$ cat src/rtl/spiclk_pkg.sv
package spiclk_pkg;

    // Serial clock generator states
    typedef enum logic [1:0] {
        ST_IDLE  = 2'd0,   // parked at polarity level, not running
        ST_REST  = 2'd1,   // running, clock at polarity level
        ST_DRIVE = 2'd2    // running, clock at opposite level
    } sck_state_e;

    // Width needed to hold the largest half-period of either scheme
    function automatic int half_width(input int pow_w, input int lin_w);
        int pow_half_w;
        pow_half_w = 1 << pow_w;
        return (pow_half_w > lin_w + 1) ? pow_half_w : lin_w + 1;
    endfunction

endpackage

$ cat src/rtl/spiclk_div_sel.sv
module spiclk_div_sel #(
    parameter int POW_FIELD_W = 4,
    parameter int LIN_FIELD_W = 8,
    parameter int HALF_W      = 16,
    localparam int CFG_W      = 1 + POW_FIELD_W + LIN_FIELD_W
) (
    input  logic [CFG_W-1:0]  cfg_i,
    output logic [HALF_W-1:0] half_o
);

    localparam int SEL_BIT = CFG_W - 1;

    logic                   scheme_lin;
    logic [POW_FIELD_W-1:0] pow_field;
    logic [LIN_FIELD_W-1:0] lin_field;

    assign scheme_lin = cfg_i[SEL_BIT];
    assign pow_field  = cfg_i[LIN_FIELD_W +: POW_FIELD_W];
    assign lin_field  = cfg_i[LIN_FIELD_W-1:0];

    // Half-period in module cycles for the selected scheme
    always_comb begin
        if (scheme_lin) begin
            half_o = HALF_W'(lin_field) + HALF_W'(1);
        end else begin
            half_o = HALF_W'(1) << pow_field;
        end
    end

    initial begin
        AST_HALF_WIDTH_FITS: assert (HALF_W >= LIN_FIELD_W + 1 && HALF_W >= (1 << POW_FIELD_W));
    end

endmodule

$ cat src/rtl/spiclk_strobe.sv
module spiclk_strobe (
    input  logic clk_i,
    input  logic rst_ni,
    input  logic lead_evt_i,
    input  logic trail_evt_i,
    input  logic cpha_i,
    output logic launch_o,
    output logic sample_o
);

    logic launch_q;
    logic sample_q;

    // Registered so that each strobe lines up with the clock level change
    always_ff @(posedge clk_i or negedge rst_ni) begin
        if (!rst_ni) begin
            launch_q <= 1'b0;
            sample_q <= 1'b0;
        end else begin
            launch_q <= cpha_i ? lead_evt_i  : trail_evt_i;
            sample_q <= cpha_i ? trail_evt_i : lead_evt_i;
        end
    end

    assign launch_o = launch_q;
    assign sample_o = sample_q;

    AST_STROBE_EXCLUSIVE: assert property (@(posedge clk_i) disable iff (!rst_ni)
        !(launch_o && sample_o));
    AST_LAUNCH_ONE_CYCLE: assert property (@(posedge clk_i) disable iff (!rst_ni)
        launch_o |=> !launch_o);
    AST_SAMPLE_ONE_CYCLE: assert property (@(posedge clk_i) disable iff (!rst_ni)
        sample_o |=> !sample_o);

endmodule

$ cat src/rtl/spiclk_gen.sv
module spiclk_gen
    import spiclk_pkg::*;
#(
    parameter int POW_FIELD_W = 4,
    parameter int LIN_FIELD_W = 8,
    localparam int CFG_W      = 1 + POW_FIELD_W + LIN_FIELD_W
) (
    input  logic             clk_i,
    input  logic             rst_ni,
    input  logic [CFG_W-1:0] rate_cfg_i,
    input  logic             cpol_i,
    input  logic             cpha_i,
    input  logic             enable_i,
    input  logic             xfer_active_i,
    output logic             sck_o,
    output logic             launch_o,
    output logic             sample_o
);

    localparam int HALF_W = half_width(POW_FIELD_W, LIN_FIELD_W);

    sck_state_e        state_q, state_d;
    logic [HALF_W-1:0] cnt_q, cnt_d;
    logic [HALF_W-1:0] half_q, half_d;
    logic [HALF_W-1:0] half_sel;
    logic              run;
    logic              cnt_done;
    logic              lead_evt;
    logic              trail_evt;

    assign run      = enable_i & xfer_active_i;
    assign cnt_done = (cnt_q == '0);

    spiclk_div_sel #(
        .POW_FIELD_W (POW_FIELD_W),
        .LIN_FIELD_W (LIN_FIELD_W),
        .HALF_W      (HALF_W)
    ) div_sel_i (
        .cfg_i  (rate_cfg_i),
        .half_o (half_sel)
    );

    // Next-state and counter logic
    always_comb begin
        state_d   = state_q;
        cnt_d     = cnt_q;
        half_d    = half_q;
        lead_evt  = 1'b0;
        trail_evt = 1'b0;
        unique case (state_q)
            ST_IDLE: begin
                if (run) begin                       // start
                    state_d = ST_REST;
                    half_d  = half_sel;
                    cnt_d   = half_sel - HALF_W'(1);
                end
            end
            ST_REST: begin
                if (!cnt_done) begin
                    cnt_d = cnt_q - HALF_W'(1);
                end else if (run) begin              // lead
                    state_d  = ST_DRIVE;
                    cnt_d    = half_q - HALF_W'(1);
                    lead_evt = 1'b1;
                end else begin                       // abandon
                    state_d = ST_IDLE;
                end
            end
            ST_DRIVE: begin
                if (!cnt_done) begin
                    cnt_d = cnt_q - HALF_W'(1);
                end else begin                       // trail or finish
                    trail_evt = 1'b1;
                    cnt_d     = half_q - HALF_W'(1);
                    state_d   = run ? ST_REST : ST_IDLE;
                end
            end
            default: state_d = ST_IDLE;
        endcase
    end

    // State register
    always_ff @(posedge clk_i or negedge rst_ni) begin
        if (!rst_ni) begin
            state_q <= ST_IDLE;
            cnt_q   <= '0;
            half_q  <= HALF_W'(1);
        end else begin
            state_q <= state_d;
            cnt_q   <= cnt_d;
            half_q  <= half_d;
        end
    end

    // Outputs
    always_comb begin
        sck_o = cpol_i ^ (state_q == ST_DRIVE);
    end

    spiclk_strobe strobe_i (
        .clk_i       (clk_i),
        .rst_ni      (rst_ni),
        .lead_evt_i  (lead_evt),
        .trail_evt_i (trail_evt),
        .cpha_i      (cpha_i),
        .launch_o    (launch_o),
        .sample_o    (sample_o)
    );

    AST_HALF_HELD: assert property (@(posedge clk_i) disable iff (!rst_ni)
        (state_q != ST_IDLE && $past(state_q) != ST_IDLE) |-> $stable(half_q));
    AST_CNT_IN_RANGE: assert property (@(posedge clk_i) disable iff (!rst_ni)
        (state_q != ST_IDLE) |-> (cnt_q < half_q));
    AST_NO_START_WITHOUT_RUN: assert property (@(posedge clk_i) disable iff (!rst_ni)
        (state_q == ST_IDLE && !(enable_i && xfer_active_i)) |=> (state_q == ST_IDLE));
    AST_EDGE_HAS_STROBE: assert property (@(posedge clk_i) disable iff (!rst_ni)
        ($stable(cpol_i) && !$stable(sck_o)) |-> (launch_o || sample_o));

endmodule

$ cat config.mk
export PLATFORM = sky130hd
export DESIGN_NAME = spiclk_gen
export DESIGN_NICKNAME = d
export VERILOG_FILES = /design/src/rtl/spiclk_pkg.sv /design/src/rtl/spiclk_div_sel.sv /design/src/rtl/spiclk_strobe.sv /design/src/rtl/spiclk_gen.sv
export SDC_FILE = /design/constraint.sdc
export NUM_CORES = 1
export LEC_CHECK = 0
export CAP_MARGIN = 20
export CORE_ASPECT_RATIO = 0.5
export CORE_MARGIN = 4
export CORE_UTILIZATION = 35
export DETAILED_ROUTE_END_ITERATION = 8
export PLACE_DENSITY = 0.51
export SLEW_MARGIN = 20
export SYNTH_ARGS = -nofsm -noshare
export SYNTH_HDL_FRONTEND = slang
export SYNTH_SLANG_ARGS = --single-unit
export TNS_END_PERCENT = 20
$ cat constraint.sdc
create_clock -name clk_i -period 2.7 [get_ports clk_i]
set_clock_uncertainty 0.15 [all_clocks]
set_input_delay 0.54 -clock clk_i [delete_from_list [all_inputs] [get_ports clk_i]]
set_output_delay 0.54 -clock clk_i [all_outputs]
set_load 0.01 [all_outputs]
==> impl_results.md, run 1 <==
- Yosys top cell by area: dfrtp_1
- Syn nets: 326
- Hold slack final: 0.2018 ns
- Outcome: finished clean
- Post-synth EDFFs: 0
- Placed cell count: 484
- Sequential share of power: 0.226
- Share of cells above drive strength 1: 0.3570
- Fillers: 628
- Critical path launch point type: flip-flop
- Flop and latch count out of synthesis: 36
- TritonCTS clock tree: done
- Clock power share: 0.152
- First-pass GRT wire length: 12,130 um
- Core Util, Final: 0.5593
- Fin crit share: 0.9677
- Starting Density: 0.3666
- Share of the synthesized area in the top cell type: 0.3511
- RSZ-0062 raised after global routing: no
- Largest cells by area after synthesis: dfrtp_1 (35%), nand2_1 (7.1%), o21ai_0 (5.4%)
- Netlist cell types: 55
- Adder-Cell Fraction of Synth Area: 0.03009
- Post-synthesis mux area share: 0.03761
- DR vias: 2,547
- Initial antenna violation count: 0
- Async SR Flop Fraction: 1.000
- Clk Tree Root Cell: clkbuf_16
- Drt drc: 0
- Die Y: 67.70 um
- # clock sinks: 36
- Antenna diodes: 0
- Layout Nets: 433
- WL final: 7607 um
- Met1 Usage GRT: 0.2411
- Final Hold Fails: 0
- Max Slew Vio Count: 0
- GRT Overall Usage: 0.1825
- Clk buf depth: 2
- Setup TNS: 0 ns
- Period minus WS final: 2.613 ns
- Post-Synth XOR/XNOR Area: 0.05266
- Slew headroom: 0.4494
- Initial DRT Pass Iterations: 4
- Initial DRC count: 137
- Met3 usage: 0.03397
- Largest net degree at the start of global routing: 37
- Final WS setup: 0.08714 ns
- Core Box Area: 0.006805 mm2
- Pwr per Cell Area: 1038 mW/mm2
- Crit end category: flip-flop
- Row cnt: 21
- Crit Path Class: flip-flop to flip-flop
- Dpl hpwl: 5908 um
- Post-Syn Instances: 301
- Final setup fails: 0
- Die ar.: 0.008625 mm2
- Compound-gate portion of the synthesized area: 0.2141
- Met2 usage: 0.3115
- Post-route ant nets: 0
- Vias in the first global route: 2,491
- Worst reg-to-reg path cell count: 11
- CTS HTree Levels: 2
- Total grt overflow: 0
- Leak: 1.671 nW
- Cell area after layout: 0.003806 mm2
- RePlAce Congestion: 0.9241
- Die W: 127.4 um
- Grt peak-use layer: met2
- Slew @ Worst Pin: 0.8260 ns
- Seq/Total Area, Yosys: 0.3616
- Via density: 5.084
- Combinational share of power: 0.622
- CP arrival: 2.63 ns
- IO Port Bufs: 21
- Reg clk slew, reported paths: 0.06 ns
- CTS buffer count: 5
- P_int: 2.326 mW
- Post-Syn Area: 0.002495 mm2
- Clock Latency Late Sink: 0.28 ns
- Switch share: 0.4111
- Syn_area_per_cell: 8.289 um2
- WP data required: 2.71 ns
- Setup Slack @ Placement: -0.5336 ns
- Fin cells: 501
- DP Area: 0.003398 mm2
- Main combinational cell family by area after synthesis: simple AND/OR/NAND/NOR gates
- Layout overhead on the synthesized area: 52.56%
- Worst Hold Class: primary input to asynchronous set/reset pin
- Post-DR wirelength/cell: 15.18 um
- Max_cap viols: 0
- Boundary Pins: 22
- Top_reg_cell synth: dfrtp_1
- Total Power: 3.950 mW
- Yosys warning count: 0
- FMAX: 382.7 MHz
- Switching Power: 1.624 mW
- VDD IR max: 369.2 uV
- Simple-gate share of the synthesized area: 0.2638
- Worst-path fanout max: 8
cells in the mapped netlist, types with 3 or more instances:
cell type and number:
a211oi_2 3, a21o_1 3, a21oi_1 19, and2_1 4, buf_2 5, clkbuf_1 8
dfrtp_1 35, ha_1 6, inv_1 7, mux2_2 3, mux2i_1 6, nand2_1 47
nand2b_1 4, nand3_1 9, nand4_1 3, nor2_1 20, nor2b_1 5, nor3_1 5
nor3b_1 4, nor4_1 7, nor4b_1 3, o21ai_0 27, o21ai_1 13, or3_1 3
xnor2_1 6, xor2_1 9
sequential cells by signal, indices dropped and copies added (netlist names):
| signal | cells |
|---|---|
| cnt_q | 16 |
| half_q | 16 |
| state_q | 2 |
| strobe_i.launch_o | 1 |
| strobe_i.sample_o | 1 |
power groups by stage:
stage	sequential [mW]	clock [mW]	combinational, mW
6_report	0.892	0.600	2.46
5_1_grt	0.911	0.641	2.65
4_1_cts	0.862	0.607	2.26
3_5_place_dp	0.859	0	2.16
3_3_place_gp	0.857	0	2.14
2_1_floorplan	0.862	0	1.17
worst max-delay path: stages (launching register included):
cell,delay [ns]
dfrtp_1,0.37
inv_2,0.07
ha_4,0.30
inv_2,0.07
buf_4,0.17
a2111o_1,0.33
o31a_4,0.13
buf_6,0.12
nor4_4,0.37
o21bai_1,0.12
a22oi_1,0.19
o31ai_1,0.09
cell type report:
class                           instances  area (um2)  share of cell area
Timing Repair Buffer                  114       908.4              0.2387
Multi-Input combinational cell        242        1693              0.4448
Sequential cell                        36       902.1              0.2370
Clock inverter                          2       15.01            0.003945
Tap cell                               92       115.1             0.03024
Inverter                                9       33.78            0.008876
Clock buffer                            6       138.9             0.03649
worst paths after layout:
check | start | end | slack [ns]
setup / recovery | state_q[1] | cnt_q[8] | 0.09
hold / removal | rst_ni | half_q[5] | 0.20
setup reg to reg | state_q[1] | cnt_q[8] | 0.09
hold reg to reg | half_q[13] | half_q[13] | 0.33
max in group asynchronous | rst_ni | half_q[10] | 1.67
min in group clk_i | half_q[13] | half_q[13] | 0.33
cells in the final DEF (no fill, tap or decap), types with 4 or more instances in the layout:
cell             count
dfrtp_1             35
nor3_1               5
dlygate4sd2_1        6
xnor2_1              6
inv_2                4
o21ai_0             25
buf_4               90
nor2b_1              4
inv_1                5
o21ai_1             13
xor2_1               8
nand3_1              7
nand2b_1             4
clkdlybuf4s50_1      9
mux2i_1              6
nor4_4               4
nor2_1              20
a21oi_1             17
clkbuf_16            5
nand2_1             47
metal layers:
| metal | part of all wire | vias up |
|---|---|---|
| met5 | 0 | - |
| met4 | 0.0092 | 0 |
| met3 | 0.047 | 9 |
| met2 | 0.45 | 56 |
| met1 | 0.50 | 1187 |
| li1 | - | 1295 |
kinds of logic after synthesis:
kind of cell | count (synthesis)
AOI/OAI and AO/OA | 86
xor gates and xnor gates | 15
adders and majority gates | 6
buffers and inverters | 23
DFF | 36
muxes | 9
and+or+nand+nor | 126
timing repair:
| action | CTS | global route |
|---|---|---|
| gates resized for setup | 24 | 32 |
| gates cloned | 0 | 0 |
| buffers inserted | 4 | 9 |
| hold buffers | 0 | 0 |
| setup endpoints to repair | 12 | 11 |
| pin swaps | 8 | 20 |
(Power assumes the default switching activity.)
==> run 2, diff against run 1 <==
- MAX_ROUTING_LAYER: not set -> met4
- clock period: 2.7 -> 2.2 ns (I/O delays scaled with it)
==> run 2 against run 1 <==
Compared with the run above: the flow now finishes with violations (setup timing); power rose by 34%; via count rose by 2.6%; sequential power rose by 20%; critical path depth rose by 1; cell count rose by 3.2%; register-to-register slack got worse by 0.42 ns; global-route usage rose by 2.3 points; count of clock-buffer cells in the layout rose by 2; setup slack got worse by 0.42 ns; combinational power rose by 43%; largest cell class unchanged.
==> impl_results.md, run 2 (synthesis gave the netlist of run 1 again) <==
- Outcome: complete, but fails checks
- Initial antenna violation count: 0 (unchanged)
- Worst-path fanout max: 4 (-4)
- Via density: 5.056 (-0.55%)
- CP arrival: 2.57 ns (-0.06 ns)
- Most common cell after layout, fill and taps aside: buf_4
- Drt drc: 0 (unchanged)
- Die W: 127.4 um (unchanged)
- Layout Nets: 449 (+3.7%)
- Worst-path cell with the longest stage delay: dfrtp_1
- Max Slew Vio Count: 0 (unchanged)
- # clock sinks: 36 (unchanged)
- Antenna diodes: 0 (unchanged)
- Final WS setup: -0.3368 ns (-0.4239 ns)
- Slew @ Worst Pin: 0.4935 ns (-0.3325 ns)
- Dpl hpwl: 6070 um (+2.8%)
- Worst Hold Class: primary input to asynchronous set/reset pin
- Initial DRC count: 106 (-23%)
- CTS HTree Levels: 2 (unchanged)
- Top cell by count, worst path: nor4_4
- RSZ-0062 raised after global routing: yes
- RePlAce Congestion: 0.9032 (-2.3%)
- CTS buffer count: 5 (unchanged)
- Max_cap viols: 0 (unchanged)
- Final setup fails: 15 (+15)
- Boundary Pins: 22 (unchanged)
- Crit end category: flip-flop
- Starting Density: 0.3666 (unchanged)
- Fin crit share: 1.153 (+0.1854)
- Failing checks: setup timing
- Total Power: 5.296 mW (+34%)
- Die Y: 67.70 um (unchanged)
- Die ar.: 0.008625 mm2 (unchanged)
- DR vias: 2,614 (+2.6%)
- IO Port Bufs: 21 (unchanged)
- Most frequent cells in the layout: buf_4 (95), nand2_1 (46), dfrtp_1 (35)
- TritonCTS clock tree: done
- Post-DR wirelength/cell: 15.29 um (+0.73%)
- Vias in the first global route: 2,714 (+9.0%)
- CP cell instances: nor4_4, and4_4, a21oi_2, mux2i_2, inv_1, ha_4, o21ai_4, nor4_4, buf_4, nor2_4, a21oi_1, o31ai_1
- Regs by FF count: cnt_q x16, half_q x16, state_q x2
- Cell area after layout: 0.004151 mm2 (+9.1%)
- Clock Latency Late Sink: 0.28 ns (about the same)
- Core Box Area: 0.006805 mm2 (unchanged)
- WL final: 7907 um (+3.9%)
- Period minus WS final: 2.537 ns (-0.07609 ns)
- Crit Path Class: flip-flop to flip-flop
- Total grt overflow: 0 (unchanged)
- Worst reg2reg startpoint: cnt_q[14]
- Reg clk slew, reported paths: 0.06 ns (about the same)
- Final Hold Fails: 0 (unchanged)
- WP data required: 2.24 ns (-0.47 ns)
- First-pass GRT wire length: 13,370 um (+10%)
- Leak: 1.774 nW (+6.2%)
- FMAX: 394.2 MHz (+3.0%)
- Area occupied by multi-input gates: 0.001834 mm2 (+8.4%)
- GRT Overall Usage: 0.2052 (+0.02266)
- Fillers: 602 (-4.1%)
- DP Area: 0.003622 mm2 (+6.6%)
- Post-route ant nets: 0 (unchanged)
- Initial DRT Pass Iterations: 4 (unchanged)
- Layout overhead on the synthesized area: 66.40%
- VDD IR max: 473.6 uV (+28%)
- Row cnt: 21 (unchanged)
- Clk buf depth: 2 (unchanged)
- Largest net degree at the start of global routing: 37 (unchanged)
- CP Launch Point: cnt_q[14]
- Critical path launch point type: flip-flop
- Slew headroom: 0.6703 (+0.2209)
- Clk Tree Root Cell: clkbuf_16
- Pwr per Cell Area: 1276 mW/mm2 (+23%)
- Biggest cell delay along the critical path: 0.40 ns (+0.03 ns)
- Share of cells above drive strength 1: 0.4118 (+0.05480)
- Register area: 902.1 um2 (unchanged)
[run 2: changes by cell type in the layout (fill, tap and decap cells not counted), sizes merged]
cell           change
clkdlybuf4s50      -1
dlygate4sd2        +2
buf               +15
clkbuf             +2
clkdlybuf4s15      +1
dlymetal6s2s       -1
clkinvlp           -2
[run 2: layout make-up]
class / count / share of cell area
tap: 92 / 0.02773
clock buffer: 8 / 0.03526
inverter: 9 / 0.009343
timing repair buffer: 130 / 0.2685
multi-input combinational: 242 / 0.4418
sequential: 36 / 0.2173
[run 2: worst paths after layout]
kind	to	slack, ns	depth (start not counted)
max in group asynchronous	half_q[0]	1.48	2
worst min register to register	half_q[7]	0.34	2
worst min-delay path	strobe_i.sample_o	0.06	2
min in group clk_i	half_q[7]	0.34	2
worst max-delay path	cnt_q[8]	-0.34	12
worst max register to register	cnt_q[8]	-0.34	12
[run 2: repair_timing]
item | in CTS | in global routing
resized for setup | 36 | 36
setup buffers | 13 | 4
hold buffers | 0 | 0
gates cloned | 0 | 1
setup endpoints to repair | 17 | 18
pin swaps | 14 | 21
[run 2: metal layers]
| metal | routed length [um] | track usage | up-vias |
|---|---|---|---|
| met1 | 3758 | 0.2607 | 1230 |
| met2 | 3685 | 0.3534 | 50 |
| met5 | 0 | - | - |
| met4 | 104 | 0.04412 | 0 |
| met3 | 359 | 0.03002 | 7 |
| li1 | - | - | 1327 |
[run 2: stage by stage]
| stage | utilization | TNS, ns | instances | hold slack [ns] | setup slack, ns |
|---|---|---|---|---|---|
| 3_3_place_gp | 0.5323 | -9.852 | 494 | 0.3202 | -0.7834 |
| 3_5_place_dp | 0.5323 | -10.98 | 494 | 0.3281 | -0.9020 |
| 5_1_grt | 0.6100 | -5.204 | 517 | 0.1233 | -0.4885 |
| 4_1_cts | 0.5790 | -3.895 | 514 | 0.08250 | -0.3529 |
| 2_1_floorplan | - | -1.338 | 301 | -0.005591 | -0.2260 |
| 6_report | 0.6100 | -3.111 | 517 | 0.06175 | -0.3368 |
[run 2: worst max-delay path, delay by kind of cell, from the launching register on]
| kind | cells | cell delay [ns] |
|---|---|---|
| and+or+nand+nor | 4 | 0.85 |
| muxes | 1 | 0.17 |
| DFF | 1 | 0.40 |
| buffers and inverters | 2 | 0.25 |
| AOI/OAI and AO/OA | 4 | 0.44 |
| adders and majority gates | 1 | 0.17 |
[run 2: power breakdown]
part,internal (mW),total (mW),switching (mW)
clock,0.452,0.711,0.259
combinational,1.81,3.51,1.71
sequential,0.898,1.07,0.175
